File: config.mk
export PLATFORM = sky130hd
export DESIGN_NAME = nibswap_bank_latch
export DESIGN_NICKNAME = d
export VERILOG_FILES = /design/src/rtl/nibswap_bank_pkg.sv /design/src/rtl/nibswap_bank_ctrl.sv /design/src/rtl/nibswap_bank_dp.sv /design/src/rtl/nibswap_bank_latch.sv
export SDC_FILE = /design/constraint.sdc
export NUM_CORES = 1
export LEC_CHECK = 0
export ABC_AREA = 1
export BUFFER_PORTS_ARGS = -buffer_cell sky130_fd_sc_hd__buf_4
export CAP_MARGIN = 20
export CELL_PAD_IN_SITES_DETAIL_PLACEMENT = 1
export CELL_PAD_IN_SITES_GLOBAL_PLACEMENT = 1
export CORE_MARGIN = 3
export CORE_UTILIZATION = 18
export DETAILED_ROUTE_END_ITERATION = 10
export PLACE_DENSITY_LB_ADDON = 0.1
export SETUP_SLACK_MARGIN = 0.2
export SKIP_LAST_GASP = 1
export SLEW_MARGIN = 15
export SYNTH_ARGS = -nofsm -noshare
export SYNTH_HDL_FRONTEND = slang
export SYNTH_SLANG_ARGS = --single-unit
File: constraint.sdc
create_clock -name clk -period 1.2 [get_ports clk]
set_clock_uncertainty 0.15 [all_clocks]
set_input_delay 0.12 -clock clk [delete_from_list [all_inputs] [get_ports clk]]
set_output_delay 0.12 -clock clk [all_outputs]
set_load 0.02 [all_outputs]
File: src/rtl/nibswap_bank_pkg.sv
package nibswap_bank_pkg;
  typedef struct packed {
    logic loadEn;
    logic swapSel;
    logic narrowMask;
  } latchCtrl_t;
endpackage

File: src/rtl/nibswap_bank_ctrl.sv
module nibswap_bank_ctrl
  import nibswap_bank_pkg::*;
#(
  parameter int ADDR_W = 16,
  parameter int PRG_W  = 16,
  parameter int MODE_W = 8,
  parameter int SWAP_PRG_BIT = 13
) (
  input  logic              cpuWrEn,
  input  logic [ADDR_W-1:0] cpuAddr,
  input  logic              boardVariant1,
  input  logic [MODE_W-1:0] outerMode,
  input  logic [PRG_W-1:0]  outerPrg,
  output latchCtrl_t        ctrl
);
  localparam int TOP_BIT = ADDR_W - 1;

  always_comb begin
    ctrl.loadEn     = cpuWrEn && cpuAddr[TOP_BIT];
    ctrl.narrowMask = outerMode[3];
    if (boardVariant1) ctrl.swapSel = !outerMode[3];
    else               ctrl.swapSel = outerPrg[SWAP_PRG_BIT];
  end
endmodule

File: src/rtl/nibswap_bank_dp.sv
module nibswap_bank_dp
  import nibswap_bank_pkg::*;
#(
  parameter int DATA_W = 8,
  parameter int PRG_W  = 16,
  parameter int MODE_W = 8,
  parameter int CHR_W  = 4
) (
  input  logic              clk,
  input  logic              rst_n,
  input  latchCtrl_t        ctrl,
  input  logic [DATA_W-1:0] cpuData,
  input  logic [MODE_W-1:0] outerMode,
  input  logic [PRG_W-1:0]  outerPrg,
  output logic [PRG_W-3:0]  prgBank,
  output logic [CHR_W-1:0]  chrBank,
  output logic              mirrorHorz
);
  localparam int BANK_W = PRG_W - 2;
  localparam int HALF   = DATA_W / 2;

  logic [DATA_W-1:0] latchQ;
  logic [DATA_W-1:0] swapped;
  logic [DATA_W-1:0] value;
  logic [BANK_W-1:0] base;
  logic [BANK_W-1:0] mask;

  always_ff @(posedge clk) begin
    if (!rst_n)           latchQ <= '0;
    else if (ctrl.loadEn) latchQ <= cpuData;
  end

  for (genvar i = 0; i < DATA_W; i++) begin : g_swap
    assign swapped[i] = latchQ[(i + HALF) % DATA_W];
  end

  always_comb begin
    value      = ctrl.swapSel ? swapped : latchQ;
    mask       = ctrl.narrowMask ? BANK_W'(1) : BANK_W'(3);
    base       = outerPrg[PRG_W-1:2];
    base[1]    = base[1] | outerMode[2];
    prgBank    = (BANK_W'(value) & mask) | (base & ~mask);
    chrBank    = value[DATA_W-1 -: CHR_W];
    mirrorHorz = outerMode[4];
  end

  assert_load_R2: assert property (@(posedge clk) disable iff (!rst_n)
    ctrl.loadEn |=> latchQ == $past(cpuData));
  assert_hold_R3: assert property (@(posedge clk) disable iff (!rst_n)
    !ctrl.loadEn |=> $stable(latchQ));
  assert_narrow_R4: assert property (@(posedge clk) disable iff (!rst_n)
    ctrl.narrowMask |-> prgBank[BANK_W-1:1] == base[BANK_W-1:1]);
  assert_plain_chr_R8: assert property (@(posedge clk) disable iff (!rst_n)
    !ctrl.swapSel |-> chrBank == latchQ[DATA_W-1 -: CHR_W]);
  assert_swap_chr_R8: assert property (@(posedge clk) disable iff (!rst_n)
    ctrl.swapSel |-> chrBank == latchQ[CHR_W-1:0]);
endmodule

File: src/rtl/nibswap_bank_latch.sv
module nibswap_bank_latch
  import nibswap_bank_pkg::*;
#(
  parameter int ADDR_W = 16,
  parameter int DATA_W = 8,
  parameter int PRG_W  = 16,
  parameter int MODE_W = 8,
  parameter int CHR_W  = 4
) (
  input  logic              clk,
  input  logic              rst_n,
  input  logic              cpuWrEn,
  input  logic [ADDR_W-1:0] cpuAddr,
  input  logic [DATA_W-1:0] cpuData,
  input  logic              boardVariant1,
  input  logic [MODE_W-1:0] outerMode,
  input  logic [PRG_W-1:0]  outerPrg,
  output logic [PRG_W-3:0]  prgBank,
  output logic [CHR_W-1:0]  chrBank,
  output logic              mirrorHorz
);
  latchCtrl_t ctrl;

  nibswap_bank_ctrl #(.ADDR_W(ADDR_W), .PRG_W(PRG_W), .MODE_W(MODE_W)) u_ctrl (
    .cpuWrEn(cpuWrEn), .cpuAddr(cpuAddr), .boardVariant1(boardVariant1),
    .outerMode(outerMode), .outerPrg(outerPrg), .ctrl(ctrl)
  );

  nibswap_bank_dp #(.DATA_W(DATA_W), .PRG_W(PRG_W), .MODE_W(MODE_W), .CHR_W(CHR_W)) u_dp (
    .clk(clk), .rst_n(rst_n), .ctrl(ctrl), .cpuData(cpuData),
    .outerMode(outerMode), .outerPrg(outerPrg),
    .prgBank(prgBank), .chrBank(chrBank), .mirrorHorz(mirrorHorz)
  );
endmodule

==> impl_metrics.py <==
metrics = {
    "detailed_routing": {
        "drc": 0,
        "initialDrtViolationCount": 5,
        "antenna_violating_nets_post_route": 0,
        "detailroute.via_count": 515,
        "avgViaCountPerCell": 4.06,
        "postRouteWirelength_mm": 1.29,
        "dr.pass1.iters": 2,
        "wl_per_cell_um": 10.1,
    },
    "synth": {
        "ys.flop_type": "dfxtp_1",
        "yosys.area_share.simple_pct": 26.7,
        "post_synth.cell_area_avg_sq_um": 6.92,
        "seq_total_area_yosys_pct": 31.7,
        "yosysTopAreaCell": "dfxtp_1",
        "synth.lib_cells_used.distinct": 14,
        "yosys.area_share.adder_pct": 0,
        "synth_top_area_share_pct": 31.7,
        "syn-num-nets": 125,
        "synth-edff-count": 0,
        "yosys-top-cells-area": "dfxtp_1 (32%), buf_4 (21%), o21ai_0 (8.9%)",
        "mappedNetlistArea_sq_um": 505,
        "post-synth-top-count-cell": "buf_4",
        "yosys_warnings": 0,
        "synth_top_family_by_area": "simple AND/OR/NAND/NOR gates",
        "synth-xor-area-share_pct": 0,
        "synth-seq-cells": 8,
        "synthMuxAreaShare_pct": 0,
        "postSynth.asyncResetShare_pct": 0,
        "post_synth_most_frequent_cells": "buf_4 (14), nand2_1 (10), nor2_1 (10), o21ai_0 (9), dfxtp_1 (8)",
        "synth_cells": 73,
        "synth_compound_area_share_pct": 15.6,
    },
    "critical_path": {
        "endpoint_of_the_worst_slack_reg_to_reg_timing_path": "u_dp.latchQ[1]",
        "arrival_ns": 0.95,
        "r2r_cells": 4,
        "timing.critical_path.fanout_max": 2,
        "r2r_slack_ns": 0.28,
        "r2r_start": "u_dp.latchQ[1]",
        "cp-start-kind": "register",
        "worst_ep_required_time_ns": 0.93,
        "critPathKind": "reg2out",
        "setup.worst_path.end_class": "primary output",
    },
    "final_layout": {
        "nFillCells": 337,
        "top_regs": "u_dp.latchQ: 8 flops",
        "post-route-util_pct": 32.1,
        "areaGrowthSynthToFinish_pct": 63.1,
        "final_layout_size_suffix_gt1_share_pct": 63.9,
        "top_register": "u_dp.latchQ",
        "largest_register_ff_count": 8,
        "design.final.nets": 151,
        "n_antenna_cell": 0,
    },
    "timing": {
        "finalHoldWorstSlack_ns": 0.00508,
        "slew-limit-headroom_pct": 82.9,
        "fin_crit_sh_pct": 101,
        "max_slew.worst_pin.slew_ns": 0.256,
        "tns_ns": -0.0166,
        "finalWorstPathRequiredPeriod_ns": 1.22,
        "timing.fmax_mhz": 822,
        "setup_slack_ns": -0.0166,
        "final_max_slew_viol_count": 0,
        "rsz0062_at_grt": "true",
        "final_hold_vios": 0,
        "setup_viol": 1,
    },
    "status": {
        "violations": "setup timing",
        "outcome": "finished with violations",
    },
    "clock_network": {
        "clk_latency_ns": 0.24,
        "tritoncts": "built",
        "ctsLongestPathBuffers": 2,
        "clk_pin_slew_worst_paths_ns": 0.05,
        "cts_root_buf": "clkbuf_4",
        "number_of_buffers_inserted_during_clock_tree_synthesis": 3,
        "clock_sinks": 8,
        "clock_tree.htree_level_count": 1,
    },
    "placed_design": {
        "hpwl_dp_mm": 1.02,
        "port_buffers": 23,
        "post-place-ws_ns": 0.130,
        "place_congestion": 0.576,
    },
    "power_and_ir_drop": {
        "power_switching_uw": 213,
        "power_density_nw_per_um2": 908,
        "leakagePower_uw": 0.000390,
        "p_comb_share_pct": 33.6,
        "p_int_uw": 536,
        "worst_ir_drop_vdd_v": 0.000328,
        "power.switching_fraction_pct": 28.4,
        "pwr-share-clk_pct": 26.5,
        "seqPwrFrac_pct": 39.8,
        "fin_total_pwr_uw": 748,
    },
    "min_path": {
        "hold-path-endpoint": "u_dp.latchQ[2]",
        "hp-start": "cpuData[2]",
        "timing.hold.worst_path_depth": 3,
        "worst_hold_path_type": "in2reg",
    },
    "run": {
        "cap_viol_max_count": 0,
    },
    "floorplan": {
        "die_y_extent_um": 59.0,
        "io_pins": 71,
        "coreArea_sq_um": 2570,
        "number_of_placement_rows": 18,
        "start_util_pct": 19.7,
        "fp.dieW_um": 59.0,
        "die_area_sq_um": 3480,
    },
    "global_routing": {
        "global_route.usage.total_pct": 8.15,
        "via_count_of_the_first_global_routing_pass": 492,
        "grt_start_max_net_pins": 9,
        "grt_remaining_overflow": 0,
        "grt_first_pass_wirelength_mm": 2.10,
        "antenna_found_initial": 0,
    },
}
==> cell type report <==
| type | count | area, sq um | area share (%) |
|---|---|---|---|
| sequential | 8 | 170 | 20.6 |
| timing repair buffer | 35 | 304 | 36.9 |
| tap | 30 | 37.5 | 4.55 |
| multi-input combinational | 44 | 264 | 32.0 |
| clock buffer | 3 | 22.5 | 2.73 |
| inverter | 7 | 26.3 | 3.19 |
==> per-stage QoR <==
stage,instances,cell area (sq um)
floorplan,73,505
global placement,113,618
detailed placement,113,618
CTS,124,781
global route,127,825
finish,127,825
==> cell families (layout without fill, tap and decap cells) <==
| kind of cell | after synthesis | after routing |
|---|---|---|
| and+or+nand+nor | 29 | 29 |
| buffers and inverters | 21 | 45 |
| AOI/OAI and AO/OA | 15 | 15 |
| DFF | 8 | 8 |
==> power groups by stage <==
stage	logic [uW]	clock network, uW	registers [uW]
3_3_place_gp	186	0	298
2_1_floorplan	160	0	296
5_1_grt	275	237	300
3_5_place_dp	189	0	298
4_1_cts	235	215	298
6_report	252	198	298
==> timing repair <==
action / CTS / global route
endpoints found under the hold margin: 6 / 0
buffers inserted: 2 / 3
resized for setup: 25 / 11
setup endpoints to repair: 6 / 11
pin swaps: 8 / 2
hold buffers: 6 / 0
==> placed cells by master, fill, tap and decap left out, drive strengths merged <==
| cell type | count |
|---|---|
| a21oi | 4 |
| nor2 | 11 |
| buf | 29 |
| clkbuf | 3 |
| nand2 | 13 |
| dfxtp | 8 |
| nand3 | 5 |
| dlygate4sd3 | 6 |
| o21ai | 11 |
| inv | 7 |
==> per-layer routing <==
| layer | track usage (%) | wire length, um | share of wire [%] |
|---|---|---|---|
| met1 | 9.52 | 535 | 42 |
| met2 | 11.2 | 589 | 46 |
| met3 | 2.61 | 142 | 11 |
| met4 | 8.41 | 20 | 1.6 |
| met5 | 0 | 0 | 0 |
==> critical path, stage by stage, from the launching register on <==
cell	delay, ns
dfxtp_2	0.32
inv_2	0.06
nand3_2	0.07
nand3_2	0.08
nand2_2	0.05
buf_6	0.13
==> how the worst max path moves through the flow <==
stage,from,to,cells after the start
after floorplan,u_dp.latchQ[4],prgBank[0],2
after global placement,outerPrg[13],chrBank[1],7
after detailed placement,outerPrg[13],prgBank[0],7
after CTS,u_dp.latchQ[1],prgBank[1],5
after global routing,u_dp.latchQ[5],prgBank[1],5
final,u_dp.latchQ[5],prgBank[1],5
Note: power is estimated with default switching activity, not from simulation.
